**src/rtl/pgw_pkg.sv**
```systemverilog
package pgw_pkg;
  localparam int ENT_VALID = 0;
  localparam int ENT_R     = 1;
  localparam int ENT_W     = 2;
  localparam int ENT_X     = 3;

  typedef enum logic [1:0] {
    ACC_LOAD  = 2'd0,
    ACC_STORE = 2'd1,
    ACC_FETCH = 2'd2,
    ACC_RSVD  = 2'd3
  } acc_e;

  typedef enum logic [1:0] {
    CS_NONE    = 2'd0,
    CS_DIR_INV = 2'd1,
    CS_TBL_INV = 2'd2,
    CS_PERM    = 2'd3
  } cause_e;

  typedef enum logic [1:0] {
    ST_IDLE,
    ST_DIR,
    ST_TBL,
    ST_FIN
  } walk_st_e;
endpackage

```
**src/rtl/pgw_base.sv**
```systemverilog
module pgw_base #(
  parameter int PA_W  = 32,
  parameter int OFF_W = 12
) (
  input  logic                  clk,
  input  logic                  rst,
  input  logic                  wr_en,
  input  logic [PA_W-1:0]       wr_data,
  input  logic                  busy,
  input  logic                  rel_i,
  output logic [PA_W-OFF_W-1:0] base_o
);
  localparam int FRAME_W = PA_W - OFF_W;

  logic [FRAME_W-1:0] base_q;
  logic [FRAME_W-1:0] pend_q;
  logic               pend_v;
  logic [FRAME_W-1:0] wr_frame;

  assign wr_frame = wr_data[PA_W-1 -: FRAME_W];
  assign base_o   = base_q;

  always_ff @(posedge clk) begin
    if (rst) begin
      base_q <= '0;
      pend_q <= '0;
      pend_v <= 1'b0;
    end else if (!busy) begin
      if (wr_en) base_q <= wr_frame;
      pend_v <= 1'b0;
    end else if (rel_i) begin
      if (wr_en)       base_q <= wr_frame;
      else if (pend_v) base_q <= pend_q;
      pend_v <= 1'b0;
    end else if (wr_en) begin
      pend_q <= wr_frame;
      pend_v <= 1'b1;
    end
  end

  AST_BASE_HELD: assert property (@(posedge clk) disable iff (rst)
    (busy && !rel_i) |=> $stable(base_q));
  AST_PEND_APPLIED: assert property (@(posedge clk) disable iff (rst)
    (rel_i && pend_v && !wr_en) |=> (base_q == $past(pend_q)));
  AST_IDLE_WRITE: assert property (@(posedge clk) disable iff (rst)
    (!busy && wr_en) |=> (base_q == $past(wr_frame)));
endmodule

```
**src/rtl/pgw_perm.sv**
```systemverilog
module pgw_perm (
  input  logic [3:0] flags,
  input  logic [1:0] acc,
  output logic       allow
);
  import pgw_pkg::*;

  always_comb begin
    unique case (acc_e'(acc))
      ACC_LOAD:  allow = flags[ENT_R];
      ACC_STORE: allow = flags[ENT_W];
      ACC_FETCH: allow = flags[ENT_X];
      default:   allow = 1'b0;
    endcase
  end
endmodule

```
**src/rtl/pgw_walk.sv**
```systemverilog
module pgw_walk #(
  parameter int VA_W  = 32,
  parameter int PA_W  = 32,
  parameter int IDX_W = 10,
  parameter int OFF_W = 12,
  parameter int ENT_W = 32
) (
  input  logic                  clk,
  input  logic                  rst,
  input  logic                  req,
  input  logic [VA_W-1:0]       vaddr,
  input  logic [1:0]            acc,
  input  logic [PA_W-OFF_W-1:0] base_frame,
  output logic                  ready,
  output logic                  fin,
  output logic                  mem_req,
  output logic [PA_W-1:0]       mem_addr,
  input  logic                  mem_ack,
  input  logic [ENT_W-1:0]      mem_rdata,
  output logic                  done,
  output logic                  fault,
  output logic [1:0]            cause,
  output logic [PA_W-1:0]       paddr
);
  import pgw_pkg::*;

  localparam int FRAME_W = PA_W - OFF_W;
  localparam int LO_W    = VA_W - IDX_W;
  localparam int BYTE_W  = OFF_W - IDX_W;

  walk_st_e          st_q;
  logic [LO_W-1:0]   va_lo_q;
  logic [1:0]        acc_q;
  logic              mem_req_q;
  logic [PA_W-1:0]   mem_addr_q;
  logic              done_q;
  logic              fault_q;
  logic [1:0]        cause_q;
  logic [PA_W-1:0]   paddr_q;

  logic [IDX_W-1:0]   dir_idx;
  logic [IDX_W-1:0]   tbl_idx;
  logic [OFF_W-1:0]   pg_off;
  logic [FRAME_W-1:0] ent_frame;
  logic               ent_valid;
  logic               allow;

  assign dir_idx   = vaddr[VA_W-1 -: IDX_W];
  assign tbl_idx   = va_lo_q[LO_W-1 -: IDX_W];
  assign pg_off    = va_lo_q[OFF_W-1:0];
  assign ent_frame = mem_rdata[ENT_W-1 -: FRAME_W];
  assign ent_valid = mem_rdata[ENT_VALID];

  pgw_perm u_perm (
    .flags (mem_rdata[3:0]),
    .acc   (acc_q),
    .allow (allow)
  );

  always_ff @(posedge clk) begin
    if (rst) begin
      st_q       <= ST_IDLE;
      va_lo_q    <= '0;
      acc_q      <= '0;
      mem_req_q  <= 1'b0;
      mem_addr_q <= '0;
      done_q     <= 1'b0;
      fault_q    <= 1'b0;
      cause_q    <= CS_NONE;
      paddr_q    <= '0;
    end else begin
      done_q <= 1'b0;
      unique case (st_q)
        ST_IDLE: begin
          if (req) begin
            va_lo_q    <= vaddr[LO_W-1:0];
            acc_q      <= acc;
            mem_addr_q <= {base_frame, dir_idx, {BYTE_W{1'b0}}};
            mem_req_q  <= 1'b1;
            st_q       <= ST_DIR;
          end
        end
        ST_DIR: begin
          if (mem_ack) begin
            if (!ent_valid) begin
              mem_req_q <= 1'b0;
              done_q    <= 1'b1;
              fault_q   <= 1'b1;
              cause_q   <= CS_DIR_INV;
              paddr_q   <= '0;
              st_q      <= ST_FIN;
            end else begin
              mem_addr_q <= {ent_frame, tbl_idx, {BYTE_W{1'b0}}};
              st_q       <= ST_TBL;
            end
          end
        end
        ST_TBL: begin
          if (mem_ack) begin
            mem_req_q <= 1'b0;
            done_q    <= 1'b1;
            st_q      <= ST_FIN;
            if (!ent_valid) begin
              fault_q <= 1'b1;
              cause_q <= CS_TBL_INV;
              paddr_q <= '0;
            end else if (!allow) begin
              fault_q <= 1'b1;
              cause_q <= CS_PERM;
              paddr_q <= '0;
            end else begin
              fault_q <= 1'b0;
              cause_q <= CS_NONE;
              paddr_q <= {ent_frame, pg_off};
            end
          end
        end
        default: st_q <= ST_IDLE;
      endcase
    end
  end

  assign ready    = (st_q == ST_IDLE);
  assign fin      = (st_q == ST_FIN);
  assign mem_req  = mem_req_q;
  assign mem_addr = mem_addr_q;
  assign done     = done_q;
  assign fault    = fault_q;
  assign cause    = cause_q;
  assign paddr    = paddr_q;

  AST_MEM_HOLD: assert property (@(posedge clk) disable iff (rst)
    (mem_req && !mem_ack) |=> (mem_req && $stable(mem_addr)));
  AST_DONE_PULSE: assert property (@(posedge clk) disable iff (rst)
    done |=> !done);
  AST_IDLE_QUIET: assert property (@(posedge clk) disable iff (rst)
    ready |-> !mem_req);
  AST_OK_CLEAN: assert property (@(posedge clk) disable iff (rst)
    (done && !fault) |-> (cause == 2'd0));
  AST_FAULT_CODED: assert property (@(posedge clk) disable iff (rst)
    (done && fault) |-> (cause != 2'd0 && paddr == '0));
endmodule

```
**src/rtl/pgw_top.sv**
```systemverilog
module pgw_top #(
  parameter int VA_W  = 32,
  parameter int PA_W  = 32,
  parameter int IDX_W = 10,
  parameter int OFF_W = 12,
  parameter int ENT_W = 32
) (
  input  logic             clk,
  input  logic             rst,
  input  logic             xl_req,
  input  logic [VA_W-1:0]  xl_vaddr,
  input  logic [1:0]       xl_acc,
  output logic             xl_ready,
  output logic             xl_done,
  output logic             xl_fault,
  output logic [1:0]       xl_cause,
  output logic [PA_W-1:0]  xl_paddr,
  input  logic             base_we,
  input  logic [PA_W-1:0]  base_wdata,
  output logic             mem_req,
  output logic [PA_W-1:0]  mem_addr,
  input  logic             mem_ack,
  input  logic [ENT_W-1:0] mem_rdata
);
  localparam int FRAME_W = PA_W - OFF_W;

  logic [FRAME_W-1:0] base_frame;
  logic               walk_fin;

  pgw_base #(.PA_W(PA_W), .OFF_W(OFF_W)) u_base (
    .clk     (clk),
    .rst     (rst),
    .wr_en   (base_we),
    .wr_data (base_wdata),
    .busy    (!xl_ready),
    .rel_i   (walk_fin),
    .base_o  (base_frame)
  );

  pgw_walk #(
    .VA_W(VA_W), .PA_W(PA_W), .IDX_W(IDX_W), .OFF_W(OFF_W), .ENT_W(ENT_W)
  ) u_walk (
    .clk        (clk),
    .rst        (rst),
    .req        (xl_req),
    .vaddr      (xl_vaddr),
    .acc        (xl_acc),
    .base_frame (base_frame),
    .ready      (xl_ready),
    .fin        (walk_fin),
    .mem_req    (mem_req),
    .mem_addr   (mem_addr),
    .mem_ack    (mem_ack),
    .mem_rdata  (mem_rdata),
    .done       (xl_done),
    .fault      (xl_fault),
    .cause      (xl_cause),
    .paddr      (xl_paddr)
  );
endmodule

```
**config.mk**
```make
export PLATFORM = sky130hd
export DESIGN_NAME = pgw_top
export DESIGN_NICKNAME = d
export VERILOG_FILES = /design/src/rtl/pgw_pkg.sv /design/src/rtl/pgw_base.sv /design/src/rtl/pgw_perm.sv /design/src/rtl/pgw_walk.sv /design/src/rtl/pgw_top.sv
export SDC_FILE = /design/constraint.sdc
export NUM_CORES = 1
export LEC_CHECK = 0
export BUFFER_PORTS_ARGS = -buffer_cell sky130_fd_sc_hd__buf_2
export CORE_MARGIN = 3
export CORE_UTILIZATION = 53
export CTS_BUF_LIST = sky130_fd_sc_hd__clkbuf_8
export DETAILED_ROUTE_END_ITERATION = 12
export PLACE_DENSITY = 0.82
export SLEW_MARGIN = 20
export SYNTH_ARGS = -nofsm -noshare
export SYNTH_HDL_FRONTEND = slang
export SYNTH_HIERARCHICAL = 1
export SYNTH_SLANG_ARGS = --single-unit
```
**constraint.sdc**
```tcl
create_clock -name clk -period 2.6 [get_ports clk]
set_clock_uncertainty 0.2 [all_clocks]
set_input_delay 0.26 -clock clk [delete_from_list [all_inputs] [get_ports clk]]
set_output_delay 0.26 -clock clk [all_outputs]
set_load 0.01 [all_outputs]
```
==> results of run 1 <==
[metrics by stage]
step	power, W	instance area, sq um
global route	0.008343	7627
finish	0.007914	7627
detailed placement	0.005713	6384
CTS	0.007801	7622
floorplan	0.004908	5567
global placement	0.005551	6384
[final cells by class]
cell class / count / area share
well taps: 133 / 0.02182
repair buffers: 245 / 0.2192
flip-flops and latches: 134 / 0.3517
clock buffers: 21 / 0.03789
inverters: 4 / 0.001969
multi-input cells: 439 / 0.3440
clock inverters: 11 / 0.02346
[critical path: cells and delay by family (launching register included)]
kind | cells | cell delay, ns
compound gates | 1 | 0.32
fa+ha+maj | 1 | 0.28
flops | 1 | 0.44
simple gates | 3 | 0.62
buf+inv | 2 | 0.45
[cells by family after synthesis]
family,after synthesis,share of synthesized area
fa+ha+maj,8,0.01799
other cells,1,0.0006741
buf+inv,59,0.04926
mux,52,0.09357
compound gates,157,0.1860
flops,134,0.4822
simple gates,220,0.1703
[synth_stat cells]
cell,count
sky130_fd_sc_hd__ha_1,8
sky130_fd_sc_hd__nor2_1,41
sky130_fd_sc_hd__nor2b_4,1
sky130_fd_sc_hd__nand2_1,124
sky130_fd_sc_hd__or2_2,1
sky130_fd_sc_hd__buf_1,4
sky130_fd_sc_hd__a2111oi_0,2
sky130_fd_sc_hd__and2_1,1
sky130_fd_sc_hd__a211oi_2,20
sky130_fd_sc_hd__nand3b_1,2
sky130_fd_sc_hd__o21ba_2,1
sky130_fd_sc_hd__a21oi_1,99
sky130_fd_sc_hd__conb_1,1
sky130_fd_sc_hd__buf_2,18
sky130_fd_sc_hd__o22ai_1,1
sky130_fd_sc_hd__a21o_1,1
sky130_fd_sc_hd__o22a_1,1
sky130_fd_sc_hd__and3_1,1
sky130_fd_sc_hd__a211oi_1,30
sky130_fd_sc_hd__and2_4,1
sky130_fd_sc_hd__mux2i_1,52
sky130_fd_sc_hd__inv_1,4
sky130_fd_sc_hd__and3b_1,1
sky130_fd_sc_hd__a311oi_1,1
sky130_fd_sc_hd__clkbuf_1,27
sky130_fd_sc_hd__nand3_1,34
sky130_fd_sc_hd__nor4_4,1
sky130_fd_sc_hd__dfxtp_1,134
sky130_fd_sc_hd__buf_6,2
sky130_fd_sc_hd__nor3_1,5
sky130_fd_sc_hd__o21ai_1,1
sky130_fd_sc_hd__nor2b_1,3
sky130_fd_sc_hd__nand2b_1,3
sky130_fd_sc_hd__buf_4,4
sky130_fd_sc_hd__nand2b_2,1
[timing repair]
| action | CTS | global route |
|---|---|---|
| resized for setup | 0 | 1 |
| endpoints found under the hold margin | 90 | 0 |
| hold buffers | 77 | 0 |
| endpoints found under the setup margin | 0 | 1 |
[how the worst min path moves through the flow]
stage,end,from,cells after the start,slack [ns]
floorplan,u_walk/done,mem_ack,2,0.19
CTS,u_walk/va_lo_q[15],rst,2,0.06
global route,u_walk/va_lo_q[15],rst,2,0.08
finish,u_walk/va_lo_q[19],rst,2,0.1
detailed placement,u_walk/paddr[12],u_walk/paddr[12],2,0.24
global placement,u_walk/paddr[19],u_walk/paddr[19],2,0.24
[layout by cell type (no fill, tap or decap), drive strengths merged, types with 4 or more instances in the layout]
cell type | netlist | routed
nor3 | 5 | 5
nand2b | 4 | 4
nor2 | 41 | 41
dfxtp | 134 | 134
a21oi | 99 | 99
dlygate4sd3 | 0 | 77
nor2b | 4 | 4
nand3 | 34 | 34
clkbuf | 27 | 21
mux2i | 52 | 52
a211oi | 50 | 50
inv | 4 | 7
buf | 28 | 168
ha | 8 | 8
bufinv | 0 | 5
nand2 | 124 | 124
[report_power, final]
group	total [W]	internal (W)	switching, W
Sequential	0.00279	0.00251	0.000278
Clock	0.00200	0.00123	0.000770
Combinational	0.00312	0.00120	0.00192
[layer usage]
layer	up-vias	track usage	part of all wire
met3	50	0.06866	0.060
met1	2629	0.3297	0.40
met4	0	0.1407	0.031
li1	2611	-	-
met5	-	0	0
met2	232	0.5088	0.51
[flip-flops by register name, indices dropped and copies added, names as in the netlist, 2 cells and up]
name and flops:
u_walk/paddr 32, u_base/base_o 20, u_walk/va_lo_q 22, u_walk/cause 2
u_walk/acc_q 2, u_walk/st_q 2, u_base/pend_q 20, u_walk/mem_addr 30
==> implementation parameters, run 1 <==
Parameter                              Value

Timing
  Slew Limit Fails    0
  Hold WS    0.09830 ns
  Post-route fraction of the period consumed by the critical path    0.9301
  Setup ws final    0.1816 ns
  Tightest slew margin relative to the limit    0.3999
  Highest Clock Rate    413.5 MHz
  Final critical delay including setup and external delays    2.418 ns
  Final setup TNS    0 ns
  Measured slew at the worst slew-check pin    0.9002 ns
  RSZ-0062 raised after global routing    false
  Hold violation total from the final report    0
  Final setup violation count    0

Detailed routing
  Post-DR vias/cell    5.595
  Final antenna-violating net count    0
  Vias    5522
  Drt pass-1 iters    5
  Number of design rule violations left after detail routing    0
  DRC violation total after the first TritonRoute iteration    450
  Total wire length    16840 microns
  Routed length per placed instance    17.06 microns

Placement
  Estimated wirelength of the detail-placed design    10250 microns
  Placement Setup Slack    0.3374 ns
  Total of buffers placed on input and output ports    150
  Cell total after placement    878
  GPL Wtd Cong    0.8124

Yosys
  Mean instance size in the synthesized netlist    8.816 sq um
  Gate Count Post-Synth    631
  Main area contributors after synthesis    sky130_fd_sc_hd__dfxtp_1, sky130_fd_sc_hd__mux2i_1, sky130_fd_sc_hd__a21oi_1, sky130_fd_sc_hd__nand2_1, sky130_fd_sc_hd__a211oi_2
  Cell type with the highest aggregate area in the netlist    sky130_fd_sc_hd__dfxtp_1
  Synth warn    6
  Synth Cell Area    5563 sq um
  Synthesized flop and latch total    134
  Distinct cell type count of the synthesized netlist    35
  Sequential element share of the synthesized area    0.4822
  Top cell type's share of synthesized area    0.4822

Finish
  Multi-input gate area in the final layout    2624 sq um
  Non-filler cells in the finished layout    987
  Layout cell share with drive strength beyond 1    0.2646
  Final layout net count    952
  Storage cell area    2683 sq um
  Area overhead of the layout relative to synthesis    37.11%
  Core Util, Final    0.7628
  Ant. Diodes    0
  Fill cell count    684

Outcome
  Outcome    finished clean

Floorplanning
  Floorplan row count    36
  Die area    11760 sq um
  Die height    108.5 microns
  Core box area    10000 sq um
  I/O pin cnt    173
  Chip width    108.5 microns
  Initial cell density of the core    0.5563

Power
  Leakage dissipation    3.270 nW
  Maximum VDD drop    0.5133 mV
  Total power density per cell area    1038 nW/um^2

Worst setup path
  Required time at the endpoint of the critical path    2.70 ns
  Highest cell delay on the worst timing path    0.44 ns
  R2r endpoint    u_walk/mem_addr[2]
  Register-to-Register Path Depth    7
  Maximum fanout along the worst path    20
  Crit path DAT    2.52 ns
  Last element of the critical path    u_walk/mem_addr[2]
  Crit-path cells    inv_1 -> ha_1 -> nor2b_1 -> nor4_4 -> buf_4 -> nor2_1 -> a211oi_1
  Startpoint of the worst-slack reg-to-reg timing path    u_walk/st_q[0]
  Critical Path Start    u_walk/st_q[0]
  Type of the worst setup path    flop to flop
  Critical Path Slowest Stage Cell    sky130_fd_sc_hd__dfxtp_1
  Worst R2R Setup Slack    0.18 ns
  Kind of capture point of the worst setup path    flop
  Type of origin of the critical path    flop

CTS
  Post-CTS clock slew at the launch and capture registers of the worst setup and hold paths    0.08 ns
  Number of buffers inserted during clock tree synthesis    17
  Clock Tree Buf Depth    2
  Number of H-tree levels    4
  Clock sink count    134
  Clock root buffer    sky130_fd_sc_hd__clkbuf_8
  Worst-Skew Late Latency    0.42 ns
  Number of setup buffers added after CTS    0
  Clock tree from TritonCTS    yes

Global routing
  Antenna violations before repair    0
  GR Overflow Total    0
  Global Route Usage Sum    0.2901
  Via count of the first global-routing pass    5693
  Global-route wire length before repair    27050 microns
  Largest net degree at the start of global routing    49

Job
  Max Cap Violations    0

Worst hold path
  Tightest Hold Check Type    input port to flop
No activity file was read; power rests on OpenSTA's default activity.
==> run 2, diff against run 1 <==
CORE_ASPECT_RATIO = 0.5   (was unset)
REMOVE_ABC_BUFFERS = 1   (was unset)
==> run 2 against run 1 <==
  * Design area is 0.93% higher
  * Fmax shrank 0.21%
  * Combinational power increased by 3%
  * Register-to-register slack about the same
==> implementation parameters, run 2 (same netlist as run 1, synthesis figures left out) <==
Parameter                              Value

Power
  Net switching power figure    0.003073 W
  Clk network pwr share    0.256
  Combinational Power Share    0.399
  Internal power of the cells    0.004953 W
  Total power density per cell area    1042 nW/um^2
  Switching portion of total power    0.3829
  Maximum VDD drop    0.6074 mV
  Leakage dissipation    3.280 nW
  Total power    0.008026 W
  Fraction of power consumed by sequential logic    0.345

Timing
  Hold violation total from the final report    0
  Slew Limit Fails    0
  Post-route fraction of the period consumed by the critical path    0.9321
  Final critical delay including setup and external delays    2.424 ns
  RSZ-0062 raised after global routing    false
  Final setup violation count    0
  Measured slew at the worst slew-check pin    1.050 ns
  Highest Clock Rate    412.6 MHz
  Tightest slew margin relative to the limit    0.3001

Outcome
  Outcome    finished clean

Detailed routing
  Vias    5532
  Drt pass-1 iters    5
  Post-DR vias/cell    5.582
  DRC violation total after the first TritonRoute iteration    493
  Number of design rule violations left after detail routing    0
  Total wire length    16780 microns
  Final antenna-violating net count    0
  Routed length per placed instance    16.93 microns

Finish
  Top library cells by usage in the layout, fill and taps aside    sky130_fd_sc_hd__buf_2, sky130_fd_sc_hd__dfxtp_1, sky130_fd_sc_hd__nand2_1, sky130_fd_sc_hd__a21oi_1, sky130_fd_sc_hd__dlygate4sd3_1
  Max reg flops    32
  Layout cell share with drive strength beyond 1    0.2675
  Core Util, Final    0.7838
  Ant. Diodes    0
  Fill cell count    647
  Final layout net count    954
  Most common cell after layout, fill and taps aside    sky130_fd_sc_hd__buf_2
  Area overhead of the layout relative to synthesis    38.39%

Worst setup path
  Critical Path Slowest Stage Cell    sky130_fd_sc_hd__dfxtp_1
  R2r endpoint    u_walk/mem_addr[3]
  Last element of the critical path    u_walk/mem_addr[3]
  Critical Path Start    u_walk/st_q[0]
  Highest cell delay on the worst timing path    0.45 ns
  Crit-path cells    inv_1 -> ha_1 -> nor2b_1 -> nor4_4 -> buf_12 -> nor2_1 -> a211oi_1
  Worst R2R Setup Slack    0.18 ns
  Kind of capture point of the worst setup path    flop
  Type of the worst setup path    flop to flop
  Startpoint of the worst-slack reg-to-reg timing path    u_walk/st_q[0]
  Maximum fanout along the worst path    60
  Required time at the endpoint of the critical path    2.73 ns
  Type of origin of the critical path    flop
  Crit path DAT    2.55 ns
  Register-to-Register Path Depth    7

Global routing
  GR Overflow Total    0
  Via count of the first global-routing pass    5441
  Antenna violations before repair    0
  Global Route Usage Sum    0.2819
  Largest net degree at the start of global routing    61
  Global-route wire length before repair    26600 microns

Floorplanning
  Floorplan row count    25
  Core box area    9822 sq um
  I/O pin cnt    173
  Die height    78.45 microns
  Initial cell density of the core    0.5664
  Die area    11840 sq um
  Chip width    150.9 microns

Worst hold path
  Beginning of the worst hold path    rst
  Number of cells traversed by the worst hold path    2
  Tightest Hold Check Type    input port to flop

Job
  Max Cap Violations    0

CTS
  Clock root buffer    sky130_fd_sc_hd__clkbuf_8
  Number of setup buffers added after CTS    0
  Worst-Skew Late Latency    0.44 ns
  Post-CTS clock slew at the launch and capture registers of the worst setup and hold paths    0.08 ns
  Clock sink count    134
  Clock tree from TritonCTS    yes
  Number of hold-repair buffers added at the cts stage    78
  Clock Tree Buf Depth    2
  Number of buffers inserted during clock tree synthesis    17
  Number of H-tree levels    4
  Number of cells upsized or downsized after cts    0

Placement
  GPL Wtd Cong    0.8422
  Total of buffers placed on input and output ports    150
  Estimated wirelength of the detail-placed design    9649 microns
==> run 2: cell count changes in the layout (fill, tap and decap cells not counted), moves of 2 or more <==
cell and delta:
sky130_fd_sc_hd__buf_12 +3, sky130_fd_sc_hd__inv_1 -3, sky130_fd_sc_hd__buf_4 -2, sky130_fd_sc_hd__clkbuf_8 +2, sky130_fd_sc_hd__clkinv_2 -2, sky130_fd_sc_hd__clkinvlp_4 +2
==> run 2: area by class of cell <==
class | count | area [sq um] | share of cell area
inverter | 4 | 15.01 | 0.001950
clock inverter | 9 | 162.7 | 0.02113
timing repair buffer | 247 | 1727 | 0.2243
clock buffer | 23 | 316.6 | 0.04112
multi-input combinational | 439 | 2626 | 0.3411
tap | 135 | 168.9 | 0.02194
sequential | 134 | 2683 | 0.3484
==> run 2: power groups by stage <==
stage | Combinational, W | Sequential (W) | Clock, W
after floorplan | 0.00189 | 0.00283 | 0
after CTS | 0.00308 | 0.00274 | 0.00205
after global placement | 0.00289 | 0.00276 | 0
final | 0.00320 | 0.00277 | 0.00206
after detailed placement | 0.00298 | 0.00278 | 0
after global routing | 0.00349 | 0.00282 | 0.00215
==> run 2: per-stage QoR <==
step / hold WS (ns) / TNS, ns / cells / instance area [sq um] / setup WS, ns
2_1_floorplan: 0.1246 / -73.79 / 577 / 5308 / -1.319
3_3_place_gp: 0.2346 / 0 / 881 / 6439 / 0.4149
3_5_place_dp: 0.2400 / 0 / 881 / 6439 / 0.3344
4_1_cts: 0.03995 / 0 / 991 / 7699 / 0.3170
5_1_grt: 0.07444 / 0 / 991 / 7699 / 0.01638
6_report: 0.04623 / 0 / 991 / 7699 / 0.1765
==> run 2: critical path: cells and delay by family, from the launching register on <==
family / cells / cell delay (ns)
fa+ha+maj: 1 / 0.27
buf+inv: 2 / 0.44
simple gates: 3 / 0.61
compound gates: 1 / 0.31
flops: 1 / 0.45
==> run 2: per-layer routing <==
layer | track usage | wire length [microns]
met5 | 0 | 0
met4 | 0.1510 | 733
met3 | 0.05767 | 1132
met2 | 0.4811 | 8084
met1 | 0.3346 | 6825
==> run 2: worst min path at each step <==
stage	to	slack [ns]
floorplan	u_base/base_o[0]	0.12
global placement	u_walk/paddr[18]	0.23
detailed placement	u_walk/paddr[31]	0.24
CTS	u_walk/mem_req	0.04
global route	u_walk/mem_req	0.07
finish	u_walk/mem_req	0.05
==> run 3, diff against run 2 <==
CORE_UTILIZATION = 51   (was 53)
CTS_BUF_LIST = sky130_fd_sc_hd__clkbuf_16   (was sky130_fd_sc_hd__clkbuf_8)
PLACE_DENSITY = 0.8   (was 0.82)
==> run 3 against run 2 <==
  * Design area rose by 0.65%
  * Sequential share of layout area fell by 0.23 points
  * Final cell count fell by 0.40%
  * Fmax rose by 3.8%
  * Worst hold slack got worse by 0.030 ns
  * Flip-flop and latch count did not move
  * Via count fell by 2.4%
  * Total power rose by 4.3%
  * Clock power rose by 20%
  * Non-clock buffer count fell by 9
  * Register-to-register slack improved by 0.09 ns
  * Sequential power barely moved
==> implementation parameters, run 3 (same netlist as run 1, synthesis figures left out) <==
Parameter                              Value

Outcome
  Outcome    finished clean

Power
  Net switching power figure    0.003061 W
  Total power density per cell area    1080 nW/um^2
  Fraction of power consumed by sequential logic    0.329
  Total power    0.008372 W
  Internal power of the cells    0.005311 W
  Combinational Power Share    0.375
  Switching portion of total power    0.3656
  Maximum VDD drop    0.9400 mV
  Leakage dissipation    3.300 nW
  Clk network pwr share    0.296

Detailed routing
  Final antenna-violating net count    0
  Total wire length    16270 microns
  Wire length on met1    7028 microns
  Detailed-routed wire length on met3    900 microns
  DR top layer    met4
  Drt pass-1 iters    5
  Routed length per placed instance    16.48 microns
  Routed met2 length    7903 microns
  Post-DR vias/cell    5.468
  Vias    5397
  DRC violation total after the first TritonRoute iteration    352
  Number of design rule violations left after detail routing    0

Floorplanning
  I/O pin cnt    173
  Core box area    10410 sq um
  Die height    79.85 microns
  Die area    12270 sq um
  Initial cell density of the core    0.5344
  Chip width    153.7 microns
  Floorplan row count    26

Placement
  Cell total after placement    882
  Total of buffers placed on input and output ports    150
  Estimated wirelength of the detail-placed design    9139 microns
  GPL Wtd Cong    0.8022

Global routing
  Global Route Usage Sum    0.2624
  Global-route wire length before repair    26160 microns
  GR Overflow Total    0
  Antenna violations before repair    0
  Largest net degree at the start of global routing    61
  Via count of the first global-routing pass    5366

Worst setup path
  R2r endpoint    u_walk/mem_addr[17]
  Maximum fanout along the worst path    60
  Type of the worst setup path    flop to flop
  Crit path DAT    2.44 ns
  Register-to-Register Path Depth    7
  Critical Path Start    u_walk/st_q[0]
  Worst R2R Setup Slack    0.27 ns
  Startpoint of the worst-slack reg-to-reg timing path    u_walk/st_q[0]
  Last element of the critical path    u_walk/mem_addr[17]
  Type of origin of the critical path    flop
  Required time at the endpoint of the critical path    2.71 ns
  Kind of capture point of the worst setup path    flop

Finish
  Top library cells by usage in the layout, fill and taps aside    sky130_fd_sc_hd__buf_2, sky130_fd_sc_hd__dfxtp_1, sky130_fd_sc_hd__nand2_1, sky130_fd_sc_hd__a21oi_1, sky130_fd_sc_hd__dlygate4sd3_1
  Most common cell after layout, fill and taps aside    sky130_fd_sc_hd__buf_2
  Ant. Diodes    0
  Area overhead of the layout relative to synthesis    39.29%
  Final layout net count    945
  Non-filler cells in the finished layout    987
  Fill cell count    688
  Max reg flops    32
  Layout cell share with drive strength beyond 1    0.2645

CTS
  Number of cells upsized or downsized after cts    0
  Clock sink count    134
  Worst-Skew Late Latency    0.40 ns
  Post-CTS clock slew at the launch and capture registers of the worst setup and hold paths    0.06 ns
  Number of H-tree levels    4
  Clock tree from TritonCTS    yes
  Clock root buffer    sky130_fd_sc_hd__clkbuf_16
  Clock Tree Buf Depth    2
  Number of buffers inserted during clock tree synthesis    17

Timing
  Final critical delay including setup and external delays    2.335 ns
  Tightest slew margin relative to the limit    0.3102
  Post-route fraction of the period consumed by the critical path    0.8980
  Highest Clock Rate    428.3 MHz
  Slew Limit Fails    0
  Final setup TNS    0 ns
  Final setup violation count    0
  Hold violation total from the final report    0
  RSZ-0062 raised after global routing    false
  Measured slew at the worst slew-check pin    1.035 ns

Worst hold path
  Tightest Hold Check Type    input port to flop
  Beginning of the worst hold path    xl_vaddr[24]

Job
  Max Cap Violations    0
run 3: cell types whose count changed in the layout (fill, tap and decap cells not counted), sizes merged:
cell	previous run	this run
dlygate4sd3	78	73
clkinv	1	7
clkbuf	23	17
buf	169	165
run 3: cell type report:
type / count / area, sq um / share of cell area
clock buffers: 17 / 425.4 / 0.05490
well taps: 140 / 175.2 / 0.02261
inverters: 4 / 15.01 / 0.001938
flip-flops and latches: 134 / 2683 / 0.3462
repair buffers: 238 / 1647 / 0.2125
clock inverters: 15 / 185.2 / 0.02390
multi-input cells: 439 / 2619 / 0.3380
run 3: per-stage QoR:
| step | hold slack (ns) | setup slack, ns | area [sq um] | util |
|---|---|---|---|---|
| after floorplan | 0.1246 | -1.319 | 5308 | - |
| after global placement | 0.2342 | 0.4234 | 6407 | 0.6155 |
| after detailed placement | 0.2423 | 0.3252 | 6407 | 0.6155 |
| after CTS | 0.0005165 | 0.2929 | 7749 | 0.7444 |
| after global routing | 0.002475 | 0.07384 | 7749 | 0.7444 |
| final | 0.01664 | 0.2653 | 7749 | 0.7444 |
run 3: power groups by stage:
stage	Clock [W]	Sequential [W]	Combinational [W]
after floorplan	0	0.00283	0.00189
after global placement	0	0.00276	0.00285
after detailed placement	0	0.00278	0.00295
after CTS	0.00252	0.00274	0.00307
after global routing	0.00262	0.00281	0.00340
final	0.00248	0.00275	0.00314
run 3: metal layers:
metal | vias up | track usage
li1 | 2590 | -
met1 | 2549 | 0.3239
met3 | 40 | 0.06172
met2 | 218 | 0.4415
met5 | - | 0
met4 | 0 | 0.1189
run 3: repair_timing:
action	CTS	global route
endpoints found under the setup margin	0	0
hold buffers	73	0
hold endpoints to repair	75	0
buffers inserted	0	0
run 3: worst min-delay path by stage:
stage                         endpoint  slack [ns]  cells past startpoint
floorplan             u_base/base_o[0]        0.12                      1
finish              u_walk/mem_addr[4]        0.02                      3
detailed placement    u_walk/paddr[30]        0.24                      2
CTS                 u_walk/mem_addr[4]      0.0005                      3
global placement      u_walk/paddr[28]        0.23                      2
global route        u_walk/mem_addr[9]       0.002                      3
run 3: critical path, cell delays in order, from the launching register on:
cell	delay, ns
sky130_fd_sc_hd__dfxtp_1	0.43
sky130_fd_sc_hd__inv_1	0.14
sky130_fd_sc_hd__ha_1	0.28
sky130_fd_sc_hd__nor2b_1	0.22
sky130_fd_sc_hd__nor4_4	0.32
sky130_fd_sc_hd__buf_12	0.28
sky130_fd_sc_hd__nor2_1	0.11
sky130_fd_sc_hd__a211oi_1	0.24
